--- src/rtl/rxf_pkg.sv ---
package rxf_pkg;
    localparam int FOOT_BYTES = 4;

    // Trailer layout; bit positions are decoded by the peer, so they are fixed.
    typedef struct packed {
        logic       exst;   // 31
        logic       hdrb;   // 30
        logic       sync;   // 29
        logic [4:0] rca;    // 28..24
        logic [1:0] vs;     // 23..22
        logic       dv;     // 21
        logic       sv;     // 20
        logic [3:0] swo;    // 19..16
        logic       fd;     // 15
        logic       ev;     // 14
        logic [5:0] ebo;    // 13..8
        logic       rtsa;   // 7
        logic       rtsp;   // 6
        logic [4:0] txc;    // 5..1
        logic       par;    // 0
    } trailer_t;

    typedef enum logic [1:0] {
        S_FILL  = 2'd0,
        S_CHECK = 2'd1,
        S_DRAIN = 2'd2
    } rx_state_t;
endpackage

--- src/rtl/rxf_chunk_buf.sv ---
module rxf_chunk_buf
    import rxf_pkg::*;
#(
    parameter int PAY_BYTES = 64
) (
    input  logic                         clk,
    input  logic                         rst_n,
    input  logic                         wr_en,
    input  logic [7:0]                   wr_byte,
    input  logic [$clog2(PAY_BYTES)-1:0] rd_idx,
    output logic [7:0]                   rd_byte,
    output trailer_t                     trailer,
    output logic                         chunk_done
);
    localparam int TOTAL = PAY_BYTES + FOOT_BYTES;
    localparam int CNT_W = $clog2(TOTAL);
    localparam int IDX_W = $clog2(PAY_BYTES);

    logic [CNT_W-1:0] cnt;
    logic [7:0]       mem [PAY_BYTES];
    logic [31:0]      foot_q;
    logic             in_pay;

    assign in_pay     = cnt < CNT_W'(PAY_BYTES);
    assign chunk_done = wr_en && (cnt == CNT_W'(TOTAL - 1));
    assign rd_byte    = mem[rd_idx];
    assign trailer    = trailer_t'(foot_q);

    always_ff @(posedge clk) begin
        if (!rst_n) begin
            cnt    <= '0;
            foot_q <= '0;
        end else if (wr_en) begin
            cnt <= chunk_done ? '0 : cnt + 1'b1;
            if (!in_pay) foot_q <= {foot_q[23:0], wr_byte};
        end
    end

    always_ff @(posedge clk) begin
        if (wr_en && in_pay) mem[cnt[IDX_W-1:0]] <= wr_byte;
    end

    // byte counter never leaves the chunk length
    p_cnt_range_r1: assert property (@(posedge clk) disable iff (!rst_n)
        cnt < CNT_W'(TOTAL));
endmodule

--- src/rtl/rxf_footer_chk.sv ---
module rxf_footer_chk
    import rxf_pkg::*;
(
    input  logic       clk,
    input  logic       rst_n,
    input  logic       check,
    input  trailer_t   trailer,
    output logic       par_ok,
    output logic       hdr_err,
    output logic [4:0] st_rca,
    output logic [4:0] st_txc,
    output logic       st_exst,
    output logic       st_hdrb,
    output logic       st_sync
);
    assign par_ok = ^trailer;

    always_ff @(posedge clk) begin
        if (!rst_n) begin
            hdr_err <= 1'b0;
            st_rca  <= '0;
            st_txc  <= '0;
            st_exst <= 1'b0;
            st_hdrb <= 1'b0;
            st_sync <= 1'b0;
        end else begin
            hdr_err <= check && !par_ok;
            if (check && par_ok) begin
                st_rca  <= trailer.rca;
                st_txc  <= trailer.txc;
                st_exst <= trailer.exst;
                st_hdrb <= trailer.hdrb;
                st_sync <= trailer.sync;
            end
        end
    end

    // a failing trailer raises the error and leaves status alone
    p_bad_keeps_status_r2: assert property (@(posedge clk) disable iff (!rst_n)
        (check && !par_ok) |=> (hdr_err && $stable(st_rca) && $stable(st_txc)
                                && $stable(st_exst) && $stable(st_hdrb) && $stable(st_sync)));
endmodule

--- src/rtl/rxf_ts_capture.sv ---
module rxf_ts_capture (
    input  logic        clk,
    input  logic        rst_n,
    input  logic        upd,
    input  logic [3:0]  cnt_in,
    input  logic        take,
    input  logic [7:0]  byte_in,
    input  logic        clr,
    input  logic        arm,
    input  logic        arm_wide,
    input  logic        arm_par,
    output logic [3:0]  left,
    output logic        ts_valid,
    output logic [63:0] ts_value,
    output logic        ts_perr
);
    logic [63:0] shift_q, shift_n;
    logic        wide_q, par_q, finish;
    logic [63:0] sel;

    assign shift_n = {shift_q[55:0], byte_in};
    assign finish  = upd && take && (cnt_in == 4'd1);
    assign sel     = wide_q ? shift_n : {32'd0, shift_n[31:0]};

    always_ff @(posedge clk) begin
        if (!rst_n) begin
            left     <= '0;
            shift_q  <= '0;
            wide_q   <= 1'b0;
            par_q    <= 1'b0;
            ts_valid <= 1'b0;
            ts_value <= '0;
            ts_perr  <= 1'b0;
        end else begin
            ts_valid <= finish;
            if (arm) begin
                wide_q <= arm_wide;
                par_q  <= arm_par;
            end
            if (upd) left <= clr ? 4'd0 : (take ? cnt_in - 4'd1 : cnt_in);
            if (upd && take) shift_q <= shift_n;
            if (finish) begin
                ts_value <= sel;
                ts_perr  <= ~(^sel ^ par_q);
            end
        end
    end

    // capture strobe is a single-cycle pulse
    p_ts_pulse_r10: assert property (@(posedge clk) disable iff (!rst_n)
        ts_valid |=> !ts_valid);
endmodule

--- src/rtl/rxf_reassembler.sv ---
module rxf_reassembler
    import rxf_pkg::*;
#(
    parameter int PAY_BYTES = 64
) (
    input  logic        clk,
    input  logic        rst_n,
    input  logic        cfg_ts_strip,
    input  logic        cfg_ts_wide,
    input  logic        in_valid,
    input  logic [7:0]  in_byte,
    output logic        in_ready,
    output logic        out_valid,
    output logic [7:0]  out_byte,
    output logic        out_sof,
    output logic        out_eof,
    output logic        out_drop,
    output logic        out_abort,
    output logic        ts_valid,
    output logic [63:0] ts_value,
    output logic        ts_perr,
    output logic        hdr_err,
    output logic [4:0]  st_rca,
    output logic [4:0]  st_txc,
    output logic        st_exst,
    output logic        st_hdrb,
    output logic        st_sync
);
    localparam int IDX_W = $clog2(PAY_BYTES);
    localparam int POS_W = 8;
    localparam logic [IDX_W-1:0] LAST = IDX_W'(PAY_BYTES - 1);

    rx_state_t         state, state_n;
    trailer_t          trailer;
    logic              chunk_done, par_ok, in_drain, check;
    logic [IDX_W-1:0]  idx;
    logic [7:0]        rd_byte;
    logic              open_q, sofp_q;
    logic [3:0]        ts_left, left_a;
    logic [POS_W-1:0]  idx_pos, start_pos, end_pos;
    logic              starting, ending, open_a, sof_a, take, emit, abort_n;

    assign in_ready = (state == S_FILL);
    assign in_drain = (state == S_DRAIN);
    assign check    = (state == S_CHECK);

    rxf_chunk_buf #(.PAY_BYTES(PAY_BYTES)) u_buf (
        .clk(clk), .rst_n(rst_n),
        .wr_en(in_valid && in_ready), .wr_byte(in_byte),
        .rd_idx(idx), .rd_byte(rd_byte),
        .trailer(trailer), .chunk_done(chunk_done)
    );

    rxf_footer_chk u_chk (
        .clk(clk), .rst_n(rst_n), .check(check), .trailer(trailer),
        .par_ok(par_ok), .hdr_err(hdr_err),
        .st_rca(st_rca), .st_txc(st_txc),
        .st_exst(st_exst), .st_hdrb(st_hdrb), .st_sync(st_sync)
    );

    // Per-index walk decisions
    always_comb begin
        idx_pos   = POS_W'(idx);
        start_pos = POS_W'({trailer.swo, 2'b00});
        end_pos   = POS_W'(trailer.ebo);
        starting  = in_drain && trailer.sv && (idx_pos == start_pos);
        ending    = in_drain && trailer.ev && (idx_pos == end_pos);
        open_a    = starting || open_q;
        sof_a     = starting || sofp_q;
        if (starting)
            left_a = (trailer.rtsa && cfg_ts_strip) ? (cfg_ts_wide ? 4'd8 : 4'd4) : 4'd0;
        else
            left_a = ts_left;
        take    = in_drain && open_a && (left_a != 4'd0);
        emit    = in_drain && open_a && (left_a == 4'd0);
        abort_n = (starting && open_q) || (ending && take);
    end

    rxf_ts_capture u_ts (
        .clk(clk), .rst_n(rst_n),
        .upd(in_drain), .cnt_in(left_a), .take(take), .byte_in(rd_byte),
        .clr(ending), .arm(starting), .arm_wide(cfg_ts_wide), .arm_par(trailer.rtsp),
        .left(ts_left), .ts_valid(ts_valid), .ts_value(ts_value), .ts_perr(ts_perr)
    );

    // Next state
    always_comb begin
        state_n = state;
        unique case (state)
            S_FILL:  if (chunk_done) state_n = S_CHECK;
            S_CHECK: state_n = (par_ok && trailer.dv) ? S_DRAIN : S_FILL;
            S_DRAIN: if (idx == LAST) state_n = S_FILL;
            default: state_n = S_FILL;
        endcase
    end

    // State register
    always_ff @(posedge clk) begin
        if (!rst_n) state <= S_FILL;
        else        state <= state_n;
    end

    // Walk context carried between indices and chunks
    always_ff @(posedge clk) begin
        if (!rst_n) begin
            idx    <= '0;
            open_q <= 1'b0;
            sofp_q <= 1'b0;
        end else begin
            idx <= (in_drain && idx != LAST) ? idx + 1'b1 : '0;
            if (in_drain) begin
                open_q <= open_a && !ending;
                sofp_q <= sof_a && !emit && !ending;
            end
        end
    end

    // Outputs
    always_ff @(posedge clk) begin
        if (!rst_n) begin
            out_valid <= 1'b0;
            out_byte  <= '0;
            out_sof   <= 1'b0;
            out_eof   <= 1'b0;
            out_drop  <= 1'b0;
            out_abort <= 1'b0;
        end else begin
            out_valid <= emit;
            out_byte  <= emit ? rd_byte : 8'd0;
            out_sof   <= emit && sof_a;
            out_eof   <= emit && ending;
            out_drop  <= emit && ending && trailer.fd;
            out_abort <= abort_n;
        end
    end

    // discard marker only on a frame's last byte
    p_drop_with_eof_r6: assert property (@(posedge clk) disable iff (!rst_n)
        out_drop |-> (out_eof && out_valid));
    // a data-invalid chunk skips the drain
    p_dv0_skips_r3: assert property (@(posedge clk) disable iff (!rst_n)
        (check && !trailer.dv) |=> (state == S_FILL));
    // bytes only leave the cycle after a drain step
    p_out_after_drain_r5: assert property (@(posedge clk) disable iff (!rst_n)
        out_valid |-> ($past(state) == S_DRAIN));
    // no bytes accepted outside the fill phase
    p_fill_closed_r1: assert property (@(posedge clk) disable iff (!rst_n)
        chunk_done |=> !in_ready);
endmodule

--- config.mk ---
export PLATFORM = sky130hd
export DESIGN_NAME = rxf_reassembler
export DESIGN_NICKNAME = d
export VERILOG_FILES = /design/src/rtl/rxf_pkg.sv /design/src/rtl/rxf_chunk_buf.sv /design/src/rtl/rxf_footer_chk.sv /design/src/rtl/rxf_ts_capture.sv /design/src/rtl/rxf_reassembler.sv
export SDC_FILE = /design/constraint.sdc
export NUM_CORES = 1
export LEC_CHECK = 0
export ABC_AREA = 0
export BUFFER_PORTS_ARGS = -buffer_cell sky130_fd_sc_hd__buf_2
export CORE_MARGIN = 2
export CORE_UTILIZATION = 45
export DETAILED_ROUTE_END_ITERATION = 8
export PLACE_DENSITY_LB_ADDON = 0.3
export SKIP_CTS_REPAIR_TIMING = 1
export SLEW_MARGIN = 20
export SYNTH_ARGS = -nofsm -noshare
export SYNTH_HDL_FRONTEND = slang
export SYNTH_SLANG_ARGS = --single-unit
--- constraint.sdc ---
create_clock -name clk -period 5.05 [get_ports clk]
set_input_delay 1.2625 -clock clk [delete_from_list [all_inputs] [get_ports clk]]
set_output_delay 1.2625 -clock clk [all_outputs]
set_load 0.1 [all_outputs]
==> run summary <==
Vias in the first global route = 15901
H-Tree Depth = 3
Commonest cells post-synth = edfxtp_1, nand2_1, dfxtp_1
CP arrival = 4.43 ns
Routed wire per std cell = 22.16 microns
Final instance area = 32010 sq um
Max Freq = 0.2563 GHz
Synth area leaders = edfxtp_1, dfxtp_1, mux4_2, nand2_1, a21oi_1
Die X = 254.5 microns
Cells after Synth = 1875
Share of the yosys chip area belonging to registers = 68.88%
Clock transition at path regs = 0.06 ns
Area of the core = 61940 sq um
VDD IR max = 240.4 uV
Synth warn = 0
DR vias/cell = 5.485
RSZ-0062 raised after global routing = no
DPL Wire Length = 40.25 mm
CP Max Fanout = 68
Share of the synthesized area in the top cell type = 54.43%
Post-Syn Area = 28250 sq um
CP Launch Type = flop
Area grow syn2layout = 13.33%
Clock tree from TritonCTS = yes
Worst slew pin tran = 1.143 ns
Post-layout minimum cycle time = 3.902 ns
DRT antenna net count = 0
Critical path endpoint category = flop
Kind of critical path = reg2reg
Async SR Flop Fraction = 0%
Root buffer cell = clkbuf_16
Post-synth EDFFs = 512
# rows = 91
Core Util, Final = 51.69%
Drt pass-1 iters = 5
Leakage = 0.01027 uW
Global-route wire length before repair = 96.90 mm
Status = complete, no violations
IO Pins = 107
Pwr Density = 368.9 nW/um^2
Pins over their slew limit = 0
Post-synth cell types = 53
Total Routed Length = 63.82 mm
Filler Cells Inserted = 5148
Setup violators final = 0
Total Routing Usage GR = 20.03%
MaxCap Viol Count = 0
Final hold violation count = 0
Top_reg_cell synth = edfxtp_1
GPL Wtd Cong = 0.8269
PortBufs = 106
Die Y = 254.5 microns
Antenna diode count = 0
Antenna violations before repair = 0
Maximum clock path buffer count = 3
Period utilisation layout = 77.27%
Setup TNS = 0 ns
Avg Synthesized Cell Area = 15.07 sq um
Layout cell share with drive strength beyond 1 = 19.87%
Skew final = 0.01827 ns
Final nets = 2003
WP data required = 5.58 ns
Overflow after GRT = 0
Initial Util = 45.61%
Area leader, netlist = edfxtp_1
Die area = 64790 sq um
Slew margin rel. = 23.51%
Via count = 15797
Worst-Skew Late Latency = 0.60 ns
Seq cells post-synth = 716
Largest net degree at the start of global routing = 70
Total CTS buffers = 73
Count leader, synth = edfxtp_1
CTS Sinks = 716
DRT iter0 DRCs = 1368
Syn_nets = 1893
Worst hold path type = reg2reg
Placed cell area = 29640 sq um
Drt drc = 0
[final timing paths]
kind / startpoint / endpoint / slack [ns] / cells past startpoint
min: u_ts.ts_value[43] / u_ts.ts_value[43] / 0.45 / 2
max reg2reg: idx[0] / u_ts.ts_value[6] / 1.15 / 15
min reg2reg: u_ts.ts_value[43] / u_ts.ts_value[43] / 0.45 / 2
max: idx[0] / u_ts.ts_value[6] / 1.15 / 15
[power by group]
group / internal (uW) / switching [uW] / total (uW)
Clock: 3140 / 2180 / 5320
Sequential: 6300 / 6.58 / 6310
Combinational: 40.5 / 140 / 180
[layout make-up]
cell class	instances	area, sq um	area share, %
Sequential cell	716	19470	60.81
Multi-Input combinational cell	1036	8163	25.50
Clock buffer	97	2033	6.351
Tap cell	837	1047	3.271
Timing Repair Buffer	149	933.4	2.916
Clock inverter	36	332.8	1.040
Inverter	9	36.28	0.1133
[worst max-delay path, cell delays in order, from the launching register on]
cell and delay, ns:
dfxtp_4 0.74, buf_12 0.32, inv_1 0.07, ha_1 0.20
nand4_1 0.10, nor4_2 0.05, buf_4 0.19, nand2b_1 0.22
ha_1 0.29, a211oi_4 0.23, buf_4 0.52, nand3_2 0.12
buf_4 0.34, nor2_1 0.24, a21oi_1 0.06, nor2_1 0.11
[layout by cell type, fill, tap and decap left out, types with 10 or more instances in the layout]
cell type / count
nor3_1: 10
nand2_1: 288
mux4_1: 15
a221oi_1: 11
xnor2_1: 81
mux2i_1: 35
edfxtp_1: 512
clkinv_1: 11
buf_4: 39
and2_1: 10
clkbuf_1: 16
xor2_1: 24
buf_2: 104
a22oi_1: 18
nand2b_1: 11
dfxtp_1: 200
clkinv_2: 14
nor2b_1: 16
clkbuf_16: 77
nor2_1: 122
nand3_1: 41
mux4_2: 122
a21oi_1: 165
[through the flow]
stage	hold slack, ns	std cells	power (uW)	setup slack (ns)
2_1_floorplan	0.4265	1875	6505	1.385
3_3_place_gp	0.4375	2747	6604	1.153
3_5_place_dp	0.4421	2747	6613	1.143
4_1_cts	0.4503	2880	11910	1.111
5_1_grt	0.4636	2880	12150	0.7795
6_report	0.4460	2880	11810	1.148
[routing by layer]
layer  GRT usage [%]  wire length, microns  up-vias
met5               0                     0        -
li1                -                     -     7211
met1           26.96                 27000     7929
met4           6.917                  1728        0
met2           32.19                 30590      546
met3           4.644                  4499      111
[flip-flops by register name (all words and copies together), names as in the netlist, 2 cells and up]
signal and cells:
u_ts.shift_q 56, u_chk.st_txc 5, idx 6, u_ts.left 4
out_byte 8, state 2, u_buf.trailer 32, u_buf.mem 512
u_ts.ts_value 64, u_chk.st_rca 5, u_buf.cnt 7
[cells by family (layout without fill, tap and decap cells)]
| group | count (synthesis) | count (layout) | share of synthesized area (%) |
|---|---|---|---|
| buf+inv | 123 | 291 | 2.325 |
| compound gates | 219 | 219 | 4.500 |
| fa+ha+maj | 5 | 5 | 0.2215 |
| xor+xnor | 110 | 110 | 3.654 |
| mux | 176 | 176 | 12.52 |
| simple gates | 526 | 526 | 7.893 |
| flops | 716 | 716 | 68.88 |
(Power assumes the default switching activity.)
